[src/rtl/dsm_pkg.sv]
// Shared constants for the debug serial mailbox: register addresses,
// control/status field placement and the access-type encoding.
package dsm_pkg;
    localparam int unsigned AW = 8;
    localparam int unsigned DW = 32;

    localparam logic [AW-1:0] ADDR_CSR = 8'h34;
    localparam logic [AW-1:0] ADDR_TXD = 8'h35;
    localparam logic [AW-1:0] ADDR_RXD = 8'h36;

    localparam int unsigned SEL_LSB   = 0;
    localparam int unsigned SEL_W     = 2;
    localparam int unsigned CNT_LSB   = 4;
    localparam int unsigned CNT_W     = 4;
    localparam int unsigned CH_BASE   = 8;
    localparam int unsigned CH_STRIDE = 3;
    localparam int unsigned OFS_ERR   = 0;
    localparam int unsigned OFS_VALID = 1;
    localparam int unsigned OFS_FULL  = 2;

    typedef enum logic [1:0] {
        ACC_NONE,
        ACC_CSR,
        ACC_TXD,
        ACC_RXD
    } acc_e;

    // Bit position of a per-channel status field in the control/status word.
    function automatic int unsigned ch_bit(input int unsigned ch, input int unsigned ofs);
        return CH_BASE + CH_STRIDE * ch + ofs;
    endfunction
endpackage

[src/rtl/dsm_fifo.sv]
// Synchronous FIFO with show-ahead head output.
// Assumes: push while full and pop while empty are dropped here, so callers
// may present requests unconditionally. Push and pop may occur together.
module dsm_fifo #(
    parameter int unsigned WIDTH = 32,
    parameter int unsigned DEPTH = 4
) (
    input  logic             clk,
    input  logic             rst_n,
    input  logic             push,
    input  logic [WIDTH-1:0] wdata,
    input  logic             pop,
    output logic [WIDTH-1:0] rdata,
    output logic             full,
    output logic             empty
);
    localparam int unsigned PW = (DEPTH > 1) ? $clog2(DEPTH) : 1;
    localparam int unsigned CW = $clog2(DEPTH + 1);

    logic [WIDTH-1:0] mem [DEPTH];
    logic [PW-1:0]    wr_ptr;
    logic [PW-1:0]    rd_ptr;
    logic [CW-1:0]    count;
    logic             do_push;
    logic             do_pop;

    assign full    = (count == CW'(DEPTH));
    assign empty   = (count == '0);
    assign do_push = push && !full;
    assign do_pop  = pop && !empty;
    assign rdata   = mem[rd_ptr];

    function automatic logic [PW-1:0] ptr_next(input logic [PW-1:0] p);
        return (p == PW'(DEPTH - 1)) ? '0 : p + PW'(1);
    endfunction

    // Pointer and occupancy bookkeeping.
    always_ff @(posedge clk) begin
        if (!rst_n) begin
            wr_ptr <= '0;
            rd_ptr <= '0;
            count  <= '0;
        end else begin
            if (do_push) wr_ptr <= ptr_next(wr_ptr);
            if (do_pop)  rd_ptr <= ptr_next(rd_ptr);
            count <= count + CW'(do_push) - CW'(do_pop);
        end
    end

    // Storage write; contents need no reset because count gates visibility.
    always_ff @(posedge clk) begin
        if (do_push) mem[wr_ptr] <= wdata;
    end
endmodule

[src/rtl/dsm_channel.sv]
// One mailbox channel: downstream FIFO (debugger to core), upstream FIFO
// (core to debugger), the sticky debugger error bit and the core fault flag.
// Assumes: err_set and err_clr are never high together (distinct registers).
module dsm_channel #(
    parameter int unsigned WIDTH = 32,
    parameter int unsigned DEPTH = 4
) (
    input  logic             clk,
    input  logic             rst_n,
    input  logic             dbg_push,
    input  logic [WIDTH-1:0] dbg_wdata,
    input  logic             dbg_pop,
    output logic [WIDTH-1:0] dbg_rdata,
    input  logic             err_set,
    input  logic             err_clr,
    output logic             err,
    output logic             d2c_full,
    output logic             c2d_valid,
    input  logic             core_pop,
    output logic [WIDTH-1:0] core_rdata,
    output logic             core_valid,
    input  logic             core_push,
    input  logic [WIDTH-1:0] core_wdata,
    output logic             core_ready,
    output logic             core_fault
);
    logic d2c_empty;
    logic c2d_full;
    logic c2d_empty;

    dsm_fifo #(.WIDTH(WIDTH), .DEPTH(DEPTH)) u_d2c (
        .clk   (clk),
        .rst_n (rst_n),
        .push  (dbg_push),
        .wdata (dbg_wdata),
        .pop   (core_pop),
        .rdata (core_rdata),
        .full  (d2c_full),
        .empty (d2c_empty)
    );

    dsm_fifo #(.WIDTH(WIDTH), .DEPTH(DEPTH)) u_c2d (
        .clk   (clk),
        .rst_n (rst_n),
        .push  (core_push),
        .wdata (core_wdata),
        .pop   (dbg_pop),
        .rdata (dbg_rdata),
        .full  (c2d_full),
        .empty (c2d_empty)
    );

    assign core_valid = !d2c_empty;
    assign core_ready = !c2d_full;
    assign c2d_valid  = !c2d_empty;
    assign core_fault = (core_push && c2d_full) || (core_pop && d2c_empty);

    // Sticky error bit: set by a blocked debugger access, cleared by write-1.
    always_ff @(posedge clk) begin
        if (!rst_n)       err <= 1'b0;
        else if (err_set) err <= 1'b1;
        else if (err_clr) err <= 1'b0;
    end
endmodule

[src/rtl/dbg_serial_mbox.sv]
// Debug serial mailbox register bank: decodes the debugger register bus,
// keeps the channel select and transmit echo, and routes data accesses to
// the selected channel. Responses are combinational in the request cycle.
// Assumes: 1 <= NCH <= 4 so all status fields fit the control/status word.
module dbg_serial_mbox #(
    parameter int unsigned NCH   = 2,
    parameter int unsigned DEPTH = 4
) (
    input  logic                        clk,
    input  logic                        rst_n,
    input  logic                        bus_req,
    input  logic                        bus_we,
    input  logic [dsm_pkg::AW-1:0]      bus_addr,
    input  logic [dsm_pkg::DW-1:0]      bus_wdata,
    output logic [dsm_pkg::DW-1:0]      bus_rdata,
    output logic                        bus_err,
    input  logic [NCH-1:0]              core_d2c_pop,
    output logic [NCH*dsm_pkg::DW-1:0]  core_d2c_data,
    output logic [NCH-1:0]              core_d2c_valid,
    input  logic [NCH-1:0]              core_c2d_push,
    input  logic [NCH*dsm_pkg::DW-1:0]  core_c2d_wdata,
    output logic [NCH-1:0]              core_c2d_ready,
    output logic [NCH-1:0]              core_fault
);
    import dsm_pkg::*;

    localparam int unsigned SELW = (NCH > 1) ? $clog2(NCH) : 1;

    acc_e           acc;
    logic [SELW-1:0] sel_q;
    logic [DW-1:0]  tx_last;
    logic [NCH-1:0] ch_err;
    logic [NCH-1:0] ch_full;
    logic [NCH-1:0] ch_valid;
    logic [DW-1:0]  ch_rdata [NCH];
    logic           csr_wr;
    logic           tx_wr;
    logic           rx_rd;
    logic           tx_ok;
    logic           rx_ok;
    logic           blocked;
    logic           sel_err;
    logic [DW-1:0]  csr_view;

    // Address decode into an access type.
    always_comb begin
        acc = ACC_NONE;
        if (bus_req) begin
            unique case (bus_addr)
                ADDR_CSR: acc = ACC_CSR;
                ADDR_TXD: acc = ACC_TXD;
                ADDR_RXD: acc = ACC_RXD;
                default:  acc = ACC_NONE;
            endcase
        end
    end

    assign csr_wr  = (acc == ACC_CSR) && bus_we;
    assign tx_wr   = (acc == ACC_TXD) && bus_we;
    assign rx_rd   = (acc == ACC_RXD) && !bus_we;
    assign sel_err = ch_err[sel_q];
    assign tx_ok   = tx_wr && !sel_err && !ch_full[sel_q];
    assign rx_ok   = rx_rd && !sel_err && ch_valid[sel_q];
    assign blocked = (tx_wr && !tx_ok) || (rx_rd && !rx_ok);
    assign bus_err = blocked;

    // Channel select register; out-of-range values are refused.
    always_ff @(posedge clk) begin
        if (!rst_n) begin
            sel_q <= '0;
        end else if (csr_wr && (32'(bus_wdata[SEL_LSB +: SEL_W]) < NCH)) begin
            sel_q <= bus_wdata[SEL_LSB +: SELW];
        end
    end

    // Transmit echo: holds the data of the latest transmit write.
    always_ff @(posedge clk) begin
        if (!rst_n)     tx_last <= '0;
        else if (tx_wr) tx_last <= bus_wdata;
    end

    // Per-channel instances and their routing from the decoded access.
    for (genvar c = 0; c < NCH; c++) begin : g_ch
        localparam int unsigned EBIT = ch_bit(c, OFS_ERR);
        logic hit;
        assign hit = (sel_q == SELW'(c));

        dsm_channel #(.WIDTH(DW), .DEPTH(DEPTH)) u_ch (
            .clk        (clk),
            .rst_n      (rst_n),
            .dbg_push   (tx_ok && hit),
            .dbg_wdata  (bus_wdata),
            .dbg_pop    (rx_ok && hit),
            .dbg_rdata  (ch_rdata[c]),
            .err_set    (blocked && hit),
            .err_clr    (csr_wr && bus_wdata[EBIT]),
            .err        (ch_err[c]),
            .d2c_full   (ch_full[c]),
            .c2d_valid  (ch_valid[c]),
            .core_pop   (core_d2c_pop[c]),
            .core_rdata (core_d2c_data[c*DW +: DW]),
            .core_valid (core_d2c_valid[c]),
            .core_push  (core_c2d_push[c]),
            .core_wdata (core_c2d_wdata[c*DW +: DW]),
            .core_ready (core_c2d_ready[c]),
            .core_fault (core_fault[c])
        );
    end

    // Assemble the control/status read view.
    always_comb begin
        csr_view = '0;
        csr_view[SEL_LSB +: SEL_W] = SEL_W'(sel_q);
        csr_view[CNT_LSB +: CNT_W] = CNT_W'(NCH);
        for (int c = 0; c < NCH; c++) begin
            csr_view[ch_bit(c, OFS_ERR)]   = ch_err[c];
            csr_view[ch_bit(c, OFS_VALID)] = ch_valid[c];
            csr_view[ch_bit(c, OFS_FULL)]  = ch_full[c];
        end
    end

    // Read data multiplexer; writes and failed reads return zero.
    always_comb begin
        bus_rdata = '0;
        if (!bus_we) begin
            case (acc)
                ACC_CSR: bus_rdata = csr_view;
                ACC_TXD: bus_rdata = tx_last;
                ACC_RXD: bus_rdata = rx_ok ? ch_rdata[sel_q] : '0;
                default: bus_rdata = '0;
            endcase
        end
    end
endmodule

[config.mk]
export PLATFORM = sky130hd
export DESIGN_NAME = dbg_serial_mbox
export DESIGN_NICKNAME = d
export VERILOG_FILES = /design/src/rtl/dsm_pkg.sv /design/src/rtl/dsm_fifo.sv /design/src/rtl/dsm_channel.sv /design/src/rtl/dbg_serial_mbox.sv
export SDC_FILE = /design/constraint.sdc
export NUM_CORES = 1
export LEC_CHECK = 0
export BUFFER_PORTS_ARGS = -buffer_cell sky130_fd_sc_hd__buf_2
export CAP_MARGIN = 15
export CORE_MARGIN = 2
export CORE_UTILIZATION = 30
export DETAILED_ROUTE_END_ITERATION = 12
export SYNTH_ARGS = -nofsm -noshare
export SYNTH_HDL_FRONTEND = slang
export SYNTH_SLANG_ARGS = --single-unit
[constraint.sdc]
create_clock -name clk -period 2.8 [get_ports clk]
set_input_delay 0.14 -clock clk [delete_from_list [all_inputs] [get_ports clk]]
set_output_delay 0.14 -clock clk [all_outputs]
set_load 0.05 [all_outputs]
# Yosys cells after proc, flatten, opt, wreduce, memory -nomap -nowiden
# Memories as Yosys holds them, arrays and structs flattened. A register that Yosys moved wholly into a read port is not among the register bits.
# Index checks and enable logic that the tools add are counted.
# totals
latch_bits	0
mem_bits_ro	0
ramBits	512
ff_bits	63
wordCells	153
output_inout_bits	103
mem_count	4
# classes
n_mul	0
reduce_logical	52
magnitude_cmp	3
shifts	0
n_eq_ne	18
bitwise_logic	2
n_mux	42
div	0
addsub	16
# memory_table
memory	words	word_bits	rd	rd_clocked_by_memory_dff	wr	line	source
g_ch[0].u_ch.u_c2d.mem	4	32	1	1	1	dsm_fifo.sv:20	logic [WIDTH-1:0] mem [DEPTH];
g_ch[0].u_ch.u_d2c.mem	4	32	1	1	1	dsm_fifo.sv:20	
g_ch[1].u_ch.u_c2d.mem	4	32	1	1	1	dsm_fifo.sv:20	
g_ch[1].u_ch.u_d2c.mem	4	32	1	1	1	dsm_fifo.sv:20	
# ops
cell	count
two-way mux 32 bit	5
one-hot mux 32 bit (3 select lines)	1
two-way mux 2 bit	17
logical AND 1 bit	30
== test 8 x 6 -> 1 bit (second input constant)	3
== test 2 bit (second input constant)	10
two-way mux 1 bit	18
adder 2 x 1 -> 2 bit (second input constant)	8
zero test 1 bit	13
adder 3 x 1 -> 3 bit	4
== test 3 bit (second input constant)	4
zero test 3 bit	4
subtractor 3 x 1 -> 3 bit	4
one-hot mux 2 bit (3 select lines)	1
nonzero test 2 bit	2
logical OR 1 bit	3
== test 2 x 1 -> 1 bit (second input constant)	1
greater-or-equal comparator 2 bit (second input constant)	1
less-than comparator 1 x 2 -> 1 bit (second input constant)	1
less-than comparator 2 bit (second input constant)	1
inverter 1 -> 2 bit	1
inverter 1 bit	1

# Depth between registers and ports, before layout
# logic_depth
word_depth	12
depth_mapped	14
depth_no_buf	12

# Modules after synthesis
# Synthesis repeated with hierarchy kept, for this count alone.
# hier_totals
cells_unflattened	1190
hier_area_um2	22897.0
# modules_own_cells
mod	area_per_inst_um2	cells_each	instances	seq_area_each_um2
dsm_fifo at g_ch[0].u_ch.u_d2c ...	5143.7	220	2	4023.9
dsm_fifo at g_ch[0].u_ch.u_c2d ...	5139.9	219	2	4023.9
dbg_serial_mbox	2207.1	298	1	660.6
dsm_channel	61.3	7	2	20.0

# Least setup slack after synthesis
# No wires, ideal clock.
# synth_path
kind	input port to flip-flop
from	in bus_addr[7] (netlist name)
to	reg g_ch[0].u_ch.u_d2c.count[2]
required_time_ps	2672
path_stages	13
arrival_time_ps	2734
path_slack_ps	-61
path_buffers	1
setup_ps	128
path_cell_list	or4_4 > or3_4 > clkbuf_1 > nor2_1 > inv_1 > ha_1 > inv_1 > ha_1 > inv_1 > fa_1 > xnor2_1 > xnor2_1 > nor2_1
# synth_between
elab_chain_cells	11
word_cells_on_any_way	13
classes_between	2 x add/sub; 4 x eq/ne; 2 x mux; 5 x reduce/logical
# synth_rtl
element	line	source
from (decl)	dbg_serial_mbox.sv:13	input logic [dsm_pkg::AW-1:0] bus_addr,
== test 8 x 6 -> 1 bit	dbg_serial_mbox.sv:49	unique case (bus_addr)
one-hot mux 2 bit (3 select lines) *	dbg_serial_mbox.sv:49	
two-way mux 2 bit *	dbg_serial_mbox.sv:48	if (bus_req) begin
== test 2 bit *	dbg_serial_mbox.sv:59	assign tx_wr = (acc == ACC_TXD) && bus_we;
logical AND 1 bit *	dbg_serial_mbox.sv:59	
logical AND 1 bit * (2 in series)	dbg_serial_mbox.sv:62	assign tx_ok = tx_wr && !sel_err && !ch_full[sel_q];
logical AND 1 bit *	dbg_serial_mbox.sv:91	.dbg_push (tx_ok && hit),
logical AND 1 bit *	dsm_fifo.sv:29	assign do_push = push && !full;
adder 3 x 1 -> 3 bit *	dsm_fifo.sv:46	count <= count + CW'(do_push) - CW'(do_pop);
subtractor 3 x 1 -> 3 bit *	dsm_fifo.sv:46	
to (signal assigned)	dsm_fifo.sv:46	
to (decl)	dsm_fifo.sv:23	logic [CW-1:0] count;
# Every way passes the cells marked *; elsewhere a longest branch is shown, timed or not.
# A chain may end at the register's enable or synchronous reset.

==> results.sh <==
export IMPL_rows=100
export IMPL_h_tree_depth=3
export IMPL_synthToLayoutAreaGrowth_pct=26.8
export IMPL_cp_end_kind="primary output"
export IMPL_fin_skew_ns=0.0289
export IMPL_critPathMaxFanout=13
export IMPL_final_antenna_net_count=0
export IMPL_startpoint_type="register"
export IMPL_routed_wl_mm=56.0
export IMPL_reg2reg_from="g_ch[0].u_ch.u_d2c.count[1]"
export IMPL_pre_cts_ws_ns=-0.105
export IMPL_clock_sinks=583
export IMPL_rsz0062_at_grt="no"
export IMPL_hpwl_mm=35.3
export IMPL_grt_first_pass_wirelength_mm=82.2
export IMPL_synth_edf_count=512
export IMPL_antenna_found_initial=3
export IMPL_synthesis_area_um2=22500
export IMPL_power_density_nw_per_um2=776
export IMPL_hp_class="in2reg"
export IMPL_p_switching_mw=5.90
export IMPL_ir_worst_vdd_mv=0.405
export IMPL_syn_instance_count=1184
export IMPL_hold_viol=0
export IMPL_clk_pin_slew_ns=0.06
export IMPL_worstMarginPinSlew_ns=0.613
export IMPL_die_area_um2=77100
export IMPL_layout_nets=1702
export IMPL_final_setup_viol_count=0
export IMPL_leakage_nw=9.66
export IMPL_cts_buffers=67
export IMPL_setup_ws_ns=0.128
export IMPL_cp_slowest_cell="dfxtp_1"
export IMPL_fp_dieH_um=278
export IMPL_grt_use_met1_pct=18.6
export IMPL_required_ns=2.66
export IMPL_post_drt_via_cell_ratio=4.71
export IMPL_cts_tree="yes"
export IMPL_fin_crit_ns=2.67
export IMPL_max_freq_mhz=374
export IMPL_track_usage_pct=14.4
export IMPL_drive_above_1_share_pct=32.9
export IMPL_critPathBufInv=3
export IMPL_cts_root_buf="clkbuf_16"
export IMPL_ios=215
export IMPL_worstSkewPairLatency_ns=0.61
export IMPL_p_comb_share_pct=15.6
export IMPL_use_met2_pct=24.2
export IMPL_num_vias=12100
export IMPL_synth_cell_type_count=46
export IMPL_ys_flop_type="edfxtp_1"
export IMPL_first_iter_violations=814
export IMPL_seq_power_share_pct=45.6
export IMPL_relSlewSlack_pct=58.7
export IMPL_fillCellCount=6839
export IMPL_avgSynthCellArea_um2=19.0
export IMPL_netlist_area_leader_share_pct=68.4
export IMPL_p_int_mw=16.2
export IMPL_grt_ovfl_total=0
export IMPL_synth_seq_cells=583
export IMPL_crit_chain="buf_12 -> buf_4 -> mux4_2 -> mux2i_1 -> o21ai_0 -> buf_2"
export IMPL_globalplace_congestion=0.760
export IMPL_grt_pass1_vias=12900
export IMPL_first_pass_iters=4
export IMPL_die_x_um=278
export IMPL_maxCapViolCount=0
export IMPL_initial_utilization_pct=30.2
export IMPL_pwr_share_clk_pct=38.8
export IMPL_cp_data_arrival_time_ns=2.53
export IMPL_slowest_delay_ns=0.61
export IMPL_p_sw_share_pct=26.7
export IMPL_core_area_um2=74300
export IMPL_numPortBuffers=214
export IMPL_final_max_slew_viol_count=0
export IMPL_routedWlPerCell_um=21.7
export IMPL_use_met3_pct=3.28
export IMPL_synth_most_common_cell="edfxtp_1"
export IMPL_min_period_over_period_pct=95.4
export IMPL_top_usage_layer="met2"
export IMPL_worstHoldStart="core_c2d_push[0]"
export IMPL_synth_nets=1326
export IMPL_clockBufferDepth=3
export IMPL_ys_seq_area_share_pct=74.7
export IMPL_async_flop_share_pct=0
export IMPL_synth_largest_area_cell="edfxtp_1"
export IMPL_drc=0
export IMPL_status="finished, final reports clean"
export IMPL_whs_ns=0.0446
export IMPL_crit_family="buffers and inverters"
export IMPL_yosys_top_cells_area="edfxtp_1 68%, mux4_2 13%, dfxtp_1 6.3%"
export IMPL_synth_common_cells="512 x edfxtp_1, 128 x mux4_2, 122 x nand2_1, 71 x dfxtp_1, 51 x a21oi_1"
export IMPL_worst_setup_path_type="reg2out"
export IMPL_ys_warn_count=0
export IMPL_grt_max_degree=40
## through the flow
stage / total power [mW] / setup TNS, ns / std cells / utilization [%] / area [µm²]
after floorplan: 12.7 / -0.0511 / 1184 / - / 22500
after global placement: 13.6 / 0 / 2356 / 34.0 / 25200
after detailed placement: 13.7 / -0.117 / 2356 / 34.0 / 25200
after CTS: 22.4 / 0 / 2577 / 38.3 / 28400
after global routing: 23.0 / 0 / 2580 / 38.4 / 28500
final: 22.1 / 0 / 2580 / 38.4 / 28500
## layout by cell type (no fill, tap or decap), types with 5 or more instances in the layout
master and count:
o21ai_0 23, dfxtp_2 5, dlygate4sd3_1 102, a21oi_1 51, buf_2 202, o21ai_1 8
nor2_1 13, and2_1 7, mux4_2 128, dfxtp_1 65, inv_1 26, clkinv_1 9
xnor2_1 9, nand2_1 122, mux2_2 10, mux2i_1 32, edfxtp_1 512, bufinv_16 5
clkinv_2 8, nand3_1 12, or3_1 9, clkbuf_16 70, buf_4 34, clkbuf_1 14
buf_12 24, and3_1 8, ha_1 26
## worst paths after layout
| path | to | slack, ns | cells past startpoint |
|---|---|---|---|
| worst max-delay path | bus_rdata[24] | 0.13 | 6 |
| worst min-delay path | g_ch[0].u_ch.u_c2d.wr_ptr[0] | 0.04 | 4 |
| worst max register to register | g_ch[0].u_ch.u_d2c.count[2] | 0.33 | 11 |
| worst min register to register | tx_last[1] | 0.46 | 2 |
## flip-flops by register name, summed over array words and instances, names as in the netlist, named ones only
register	cells
g_ch.u_ch.u_c2d.mem	256
g_ch.u_ch.u_d2c.mem	256
tx_last	32
g_ch.u_ch.u_c2d.count	6
g_ch.u_ch.u_d2c.count	6
g_ch.u_ch.u_c2d.rd_ptr	4
g_ch.u_ch.u_c2d.wr_ptr	4
g_ch.u_ch.u_d2c.rd_ptr	4
g_ch.u_ch.u_d2c.wr_ptr	4
g_ch.u_ch.err	2
g_ch.hit	1
## cells by family after synthesis
| family | count (synthesis) | synth area share, % |
|---|---|---|
| mux | 172 | 14.8 |
| buf+inv | 89 | 1.65 |
| fa+ha+maj | 30 | 1.80 |
| compound gates | 95 | 2.29 |
| simple gates | 205 | 4.30 |
| xor+xnor | 10 | 0.390 |
| flops | 583 | 74.7 |
## what timing repair did
| item | in CTS | in global routing |
|---|---|---|
| pin swaps | 0 | 0 |
| gates resized for setup | 5 | 11 |
| hold endpoints to repair | 569 | 0 |
| endpoints found under the setup margin | 16 | 18 |
| cloned | 0 | 1 |
| hold buffers | 102 | 0 |
| setup buffers | 0 | 1 |
## tightest hold or removal path, stage by stage
cell and delay, ns:
buf_2 0.14, nand2_1 0.16, nand2_1 0.11, a21oi_1 0.05
## power groups by stage
stage	combinational, mW	sequential [mW]	clock (mW)
6_report	3.46	10.1	8.57
5_1_grt	3.70	10.1	9.15
4_1_cts	3.52	10.1	8.83
3_5_place_dp	3.39	10.3	0
3_3_place_gp	3.34	10.3	0
2_1_floorplan	2.48	10.2	0
## metal layers
| layer | share of wire [%] | up-vias | routed length [µm] |
|---|---|---|---|
| li1 | - | 5455 | - |
| met2 | 49 | 315 | 27400 |
| met4 | 2.4 | 4 | 1370 |
| met1 | 44 | 6285 | 24600 |
| met5 | 0.048 | - | 27 |
| met3 | 4.7 | 88 | 2640 |
## layout make-up
| cell class | count | area, µm² | share of cell area (%) |
|---|---|---|---|
| tap | 969 | 1210 | 4.25 |
| clock buffer | 87 | 1830 | 6.43 |
| inverter | 28 | 105 | 0.369 |
| clock inverter | 32 | 333 | 1.17 |
| timing repair buffer | 368 | 2850 | 10.0 |
| sequential | 583 | 16800 | 59.0 |
| antenna | 1 | 2.50 | 0.00878 |
| multi-input combinational | 512 | 5360 | 18.8 |
Power figures use the tool's default switching activity.
